File: config.mk
export PLATFORM = sky130hd
export DESIGN_NAME = addr_space_decoder
export DESIGN_NICKNAME = d
export VERILOG_FILES = /design/src/rtl/asd_pkg.sv /design/src/rtl/asd_mode_latch.sv /design/src/rtl/asd_window.sv /design/src/rtl/asd_select.sv /design/src/rtl/addr_space_decoder.sv
export SDC_FILE = /design/constraint.sdc
export NUM_CORES = 1
export LEC_CHECK = 0
export CORE_ASPECT_RATIO = 0.8
export CORE_MARGIN = 2
export CORE_UTILIZATION = 45
export CTS_CLUSTER_DIAMETER = 60
export DETAILED_ROUTE_END_ITERATION = 6
export DONT_BUFFER_PORTS = 1
export GPL_ROUTABILITY_DRIVEN = 0
export PLACE_DENSITY = 0.67
export SLEW_MARGIN = 30
export SYNTH_ARGS = -nofsm -noshare
export SYNTH_HDL_FRONTEND = slang
export SYNTH_SLANG_ARGS = --single-unit
File: constraint.sdc
create_clock -name clk -period 2.9 [get_ports clk]
set_clock_uncertainty 0.15 [all_clocks]
set_input_delay 0.29 -clock clk [delete_from_list [all_inputs] [get_ports clk]]
set_output_delay 0.29 -clock clk [all_outputs]
set_load 0.01 [all_outputs]
File: src/rtl/asd_pkg.sv
package asd_pkg;

    localparam int ADDR_W      = 32;
    localparam int NUM_ONCHIP  = 4;
    localparam int NUM_EXT     = 4;
    localparam int EXT_AREA_LG = 24;

    localparam logic [ADDR_W-1:0] PERIPH_BASE = 32'h0C00_0000;
    localparam logic [ADDR_W:0]   PERIPH_SPAN = 33'h0_0200_0000;
    localparam logic [ADDR_W:0]   EXT_SPAN    = 33'h1 << EXT_AREA_LG;
    localparam logic [ADDR_W:0]   ROM_SPAN    = 33'h0_0000_6000;
    localparam logic [ADDR_W:0]   RAM_SPAN    = 33'h0_0000_1000;

    typedef enum logic [3:0] {
        RG_IDLE,
        RG_UNMAPPED,
        RG_XROM,
        RG_XRAM,
        RG_YROM,
        RG_YRAM,
        RG_PERIPH,
        RG_EXT0,
        RG_EXT1,
        RG_EXT2,
        RG_EXT3
    } region_e;

    typedef struct packed {
        region_e             region;
        logic [ADDR_W-1:0]   offset;
    } dec_result_t;

    // On-chip page index: 0 X ROM, 1 X RAM, 2 Y ROM, 3 Y RAM
    function automatic logic [ADDR_W-1:0] onchip_base(input int idx);
        case (idx)
            0:       return 32'h0000_0000;
            1:       return 32'h0000_6000;
            2:       return 32'h0001_0000;
            default: return 32'h0001_6000;
        endcase
    endfunction

    function automatic logic [ADDR_W:0] onchip_span(input int idx);
        return (idx % 2 == 0) ? ROM_SPAN : RAM_SPAN;
    endfunction

    function automatic region_e onchip_region(input int idx);
        case (idx)
            0:       return RG_XROM;
            1:       return RG_XRAM;
            2:       return RG_YROM;
            default: return RG_YRAM;
        endcase
    endfunction

    function automatic region_e ext_region(input int idx);
        case (idx)
            0:       return RG_EXT0;
            1:       return RG_EXT1;
            2:       return RG_EXT2;
            default: return RG_EXT3;
        endcase
    endfunction

endpackage

File: src/rtl/asd_mode_latch.sv
module asd_mode_latch (
    input  logic clk,
    input  logic rst,
    input  logic strap_a,
    input  logic strap_b,
    output logic boot_internal
);

    logic boot_int_q;

    always_ff @(posedge clk) begin
        if (rst) begin
            boot_int_q <= ~(strap_a | strap_b);
        end
    end

    assign boot_internal = boot_int_q;

    // the value held at release is the strap pair seen on the last reset edge
    a_r1_strap_capture: assert property (@(posedge clk) disable iff (rst)
        $fell(rst) |-> (boot_int_q == ~($past(strap_a) | $past(strap_b))));

    // no change while out of reset
    a_r2_mode_frozen: assert property (@(posedge clk) disable iff (rst)
        !rst |=> $stable(boot_int_q));

endmodule

File: src/rtl/asd_window.sv
module asd_window #(
    parameter int                AW   = 32,
    parameter logic [AW-1:0]     BASE = '0,
    parameter logic [AW:0]       SPAN = 1
) (
    input  logic [AW-1:0] addr,
    output logic          hit,
    output logic [AW-1:0] offset
);

    localparam logic [AW:0] LO = {1'b0, BASE};
    localparam logic [AW:0] HI = LO + SPAN;

    logic [AW:0] addr_x;

    always_comb begin
        addr_x = {1'b0, addr};
        hit    = (addr_x >= LO) && (addr_x < HI);
        offset = addr - BASE;
    end

endmodule

File: src/rtl/asd_select.sv
module asd_select
    import asd_pkg::*;
#(
    parameter int AW    = ADDR_W,
    parameter int N_ON  = NUM_ONCHIP,
    parameter int N_EXT = NUM_EXT
) (
    input  logic                      valid,
    input  logic                      boot_internal,
    input  logic [N_ON-1:0]           on_hit,
    input  logic [N_ON-1:0][AW-1:0]   on_off,
    input  logic [N_EXT-1:0]          ext_hit,
    input  logic [N_EXT-1:0][AW-1:0]  ext_off,
    input  logic                      per_hit,
    input  logic [AW-1:0]             per_off,
    output dec_result_t               result
);

    always_comb begin
        result.region = RG_IDLE;
        result.offset = '0;
        if (valid) begin
            result.region = RG_UNMAPPED;
            if (per_hit) begin
                result.region = RG_PERIPH;
                result.offset = per_off;
            end else if (boot_internal && ext_hit[0]) begin
                // low area is on-chip only; anything else there is a hole
                for (int i = 0; i < N_ON; i++) begin
                    if (on_hit[i]) begin
                        result.region = onchip_region(i);
                        result.offset = on_off[i];
                    end
                end
            end else begin
                for (int i = 0; i < N_EXT; i++) begin
                    if (ext_hit[i]) begin
                        result.region = ext_region(i);
                        result.offset = ext_off[i];
                    end
                end
            end
        end
    end

endmodule

File: src/rtl/addr_space_decoder.sv
module addr_space_decoder
    import asd_pkg::*;
#(
    parameter int AW    = ADDR_W,
    parameter int N_ON  = NUM_ONCHIP,
    parameter int N_EXT = NUM_EXT
) (
    input  logic             clk,
    input  logic             rst,
    input  logic [AW-1:0]    addr,
    input  logic             valid,
    input  logic             strap_a,
    input  logic             strap_b,
    output logic             sel_xrom,
    output logic             sel_xram,
    output logic             sel_yrom,
    output logic             sel_yram,
    output logic             sel_periph,
    output logic [N_EXT-1:0] sel_ext,
    output logic             unmapped,
    output logic [AW-1:0]    offset
);

    logic                     boot_internal;
    logic [N_ON-1:0]          on_hit;
    logic [N_ON-1:0][AW-1:0]  on_off;
    logic [N_EXT-1:0]         ext_hit;
    logic [N_EXT-1:0][AW-1:0] ext_off;
    logic                     per_hit;
    logic [AW-1:0]            per_off;
    dec_result_t              result;

    asd_mode_latch u_mode (
        .clk           (clk),
        .rst           (rst),
        .strap_a       (strap_a),
        .strap_b       (strap_b),
        .boot_internal (boot_internal)
    );

    for (genvar g = 0; g < N_ON; g++) begin : g_onchip
        asd_window #(
            .AW   (AW),
            .BASE (onchip_base(g)),
            .SPAN (onchip_span(g))
        ) u_win (
            .addr   (addr),
            .hit    (on_hit[g]),
            .offset (on_off[g])
        );
    end

    for (genvar g = 0; g < N_EXT; g++) begin : g_ext
        localparam logic [AW-1:0] EBASE = AW'(g) << EXT_AREA_LG;
        asd_window #(
            .AW   (AW),
            .BASE (EBASE),
            .SPAN (EXT_SPAN)
        ) u_win (
            .addr   (addr),
            .hit    (ext_hit[g]),
            .offset (ext_off[g])
        );
    end

    asd_window #(
        .AW   (AW),
        .BASE (PERIPH_BASE),
        .SPAN (PERIPH_SPAN)
    ) u_periph (
        .addr   (addr),
        .hit    (per_hit),
        .offset (per_off)
    );

    asd_select #(
        .AW    (AW),
        .N_ON  (N_ON),
        .N_EXT (N_EXT)
    ) u_sel (
        .valid         (valid),
        .boot_internal (boot_internal),
        .on_hit        (on_hit),
        .on_off        (on_off),
        .ext_hit       (ext_hit),
        .ext_off       (ext_off),
        .per_hit       (per_hit),
        .per_off       (per_off),
        .result        (result)
    );

    always_comb begin
        sel_xrom   = (result.region == RG_XROM);
        sel_xram   = (result.region == RG_XRAM);
        sel_yrom   = (result.region == RG_YROM);
        sel_yram   = (result.region == RG_YRAM);
        sel_periph = (result.region == RG_PERIPH);
        unmapped   = (result.region == RG_UNMAPPED);
        for (int i = 0; i < N_EXT; i++) begin
            sel_ext[i] = (result.region == ext_region(i));
        end
        offset = result.offset;
    end

    // one region at a time, and exactly one for a valid address
    a_r10_onehot: assert property (@(posedge clk) disable iff (rst)
        valid |-> ($countones({sel_xrom, sel_xram, sel_yrom, sel_yram,
                               sel_periph, sel_ext, unmapped}) == 1));

    // idle bus drives nothing
    a_r9_idle_quiet: assert property (@(posedge clk) disable iff (rst)
        !valid |-> ({sel_xrom, sel_xram, sel_yrom, sel_yram, sel_periph,
                     sel_ext, unmapped} == '0 && offset == '0));

    // internal boot never reaches external memory below 16 MB
    a_r4_low_blocked: assert property (@(posedge clk) disable iff (rst)
        (valid && boot_internal && addr[AW-1:EXT_AREA_LG] == '0) |-> (sel_ext == '0));

    // peripheral window in either mode
    a_r7_periph_window: assert property (@(posedge clk) disable iff (rst)
        (valid && addr >= PERIPH_BASE && addr <= 32'h0DFF_FFFF) |-> sel_periph);

    // an unmapped access reports a zero offset
    a_r8_unmapped_zero: assert property (@(posedge clk) disable iff (rst)
        unmapped |-> (offset == '0));

endmodule

==> results by group <==
Outcome
  • Outcome: complete, but fails checks
  • Failing checks: negative setup slack

Critical path
  • Crit path DAT: 2460 ps
  • Setup crit end kind: output pin
  • CP startpoint kind: input port
  • WS Path Type: input port to output pin
  • CP max FO: 5
  • CP required: 2460 ps

Power and ir drop
  • Pwr Density: 64.3 nW/um2
  • Leak Pwr: 1.25 nW
  • Max IR drop VDD: 0.0000308 V
  • Pwr Total: 211 uW

Global routing
  • Vias in the first global route: 3179
  • Gr ovfl total: 0
  • Gr usage total: 33.4%
  • Antenna violations before repair: 0
  • Pin count of the biggest net entering global routing: 14
  • First-pass GRT wire length: 16500 um

Timing
  • Min Hold Slack: 253 ps
  • Fin crit share: 100%
  • Worst setup margin: -2.41 ps
  • Fmax: 0.345 GHz
  • Max-Slew Margin vs Limit: 31.6%
  • RSZ-0062 raised after global routing: true
  • Final setup fails: 1
  • Worst-Margin Slew: 1010 ps
  • Hold Vio Cnt, Final: 0
  • Max Slew Vio Count: 0
  • Minimum clock period: 2900 ps
  • Setup TNS: -2.41 ps

Die
  • Initial Util: 46.1%
  • # rows: 24
  • Die width: 86.9 um
  • Core area: 5380 um2
  • Die area: 6120 um2
  • Die Y: 70.3 um
  • I/O pins: 79

Routing
  • Wire per inst: 22.7 um
  • DR DRC count: 0
  • 1st-iter DRT viols: 639
  • Via density: 7.39
  • Via count: 3597
  • Drt first pass iters: 6
  • ANT nets after route: 0
  • Total Wirelength: 11000 um

Job
  • Max Cap Violations: 0

Logic synthesis
  • Post-synthesis cell count: 367
  • Seq/Total Area, Yosys: 1.21%
  • Largest cells by area after synthesis: ha_1, a21oi_1, nand3_1, and2_1, nand2_1
  • Main synth FF type: edfxtp_1
  • Async S/R FF share, synth: 0%
  • Yosys top cell by area: ha_1
  • Synth cell types: 81
  • Syn Nets: 417
  • Avg Cell Area, Syn: 6.75 um2
  • Synth Register Bits: 1
  • Synth Warn #: 0
  • EDFF count, synth: 1
  • Top cell type's share of synthesized area: 6.57%
  • Post-Syn Area: 2480 um2

Placement
  • Post-placement cell count: 481
  • Dpl cell area: 3040 um2
  • HPWL Detailed: 8610 um
  • Port Buffer Count: 0
  • Worst slack, placed: -111 ps

Final layout
  • Fin area: 3280 um2
  • Nets: 474
  • Non-filler cells, final: 487
  • N_diodes: 0
  • Layout cell share with drive strength beyond 1: 35.3%
  • Area added between synthesis and finish: 32.5%
  • Number of flip-flops in the largest register: 1
  • Finished Core Util: 61.0%

Min path
  • HP Class: input port to flip-flop

Clock network
  • Post-CTS Hold Fix Bufs: 0
  • Clock transition at path regs: 0 ps
[metal layers]
layer  vias up  wire (um)  GRT usage, %
met5         -          0             0
met4         0        444          8.51
met3        59       1910          12.1
met2       362       4530          47.2
met1      1633       4150          47.5
li1       1543          -             -
[placed cells by master (no fill, tap or decap), drive strengths merged, types with 6 or more instances in the layout]
| cell type | synthesis | layout |
|---|---|---|
| nand3 | 22 | 22 |
| inv | 14 | 12 |
| xnor2 | 9 | 9 |
| nor3 | 21 | 21 |
| a21oi | 28 | 28 |
| o211ai | 12 | 12 |
| a211oi | 10 | 10 |
| nor4 | 8 | 8 |
| a211o | 7 | 7 |
| nand2 | 31 | 31 |
| and3 | 8 | 8 |
| o21ai | 23 | 23 |
| ha | 13 | 13 |
| nor2 | 28 | 28 |
| buf | 12 | 75 |
| a21o | 6 | 6 |
| and2 | 19 | 19 |
| a31oi | 9 | 9 |
| nand4 | 10 | 10 |
[power by group]
group / leakage [nW] / switching (mW) / internal, mW / total [mW]
clock: 0 / 0 / 0 / 0
sequential: 0.00964 / 0.000862 / 0.0176 / 0.0184
combinational: 1.24 / 0.109 / 0.0836 / 0.193
[final cells by class]
cell class              count  area [um2]
fillers                   485        2090
flip-flops and latches      1        30.0
well taps                  65        81.3
inverters                  14        60.1
multi-input cells         332        2540
repair buffers             75         567
[final timing paths]
path / start / to / slack, ps / cells after the start
worst max-delay path: addr[17] / offset[24] / -2 / 9
worst min-delay path: rst / u_mode.boot_internal / 250 / 0
[critical path: stages]
cell and delay [ps]:
inv_1 70, ha_1 230, and3_1 210, and4_4 220
and3_2 230, o21ai_2 300, nand2_1 200, a2111oi_0 470
o2bb2ai_1 240
[logic make-up after synthesis]
group,after synthesis,share of synthesized area [%]
multiplexers,1,0.404
buffers and inverters,34,6.82
adder cells (fa/ha/maj),13,6.57
flip-flops,1,1.21
AO/OA/AOI/OAI,135,40.8
XOR/XNOR,12,4.24
AND/OR/NAND/NOR,171,40.0
[cells in the mapped netlist (3+ instances only)]
cell and n:
a211o_1 6, a211oi_1 8, a21o_1 6, a21oi_1 28
a31oi_1 9, and2_1 17, and3_1 7, and4_1 3
buf_2 6, buf_4 5, clkbuf_1 7, ha_1 13
inv_1 14, nand2_1 28, nand3_1 22, nand4_1 10
nor2_1 28, nor2b_1 4, nor3_1 19, nor4_1 5
o211ai_1 12, o21a_1 4, o21ai_0 18, o21ai_2 3
o22ai_1 4, o2bb2ai_1 4, o31ai_1 3, or3_1 3
xnor2_1 9, xor2_1 3
[repair_timing]
action                                  CTS  global route
pin swaps                                 0            12
setup buffers                             0             6
gates resized for setup                   5            38
endpoints found under the setup margin   12            41
(Power assumes the default switching activity.)
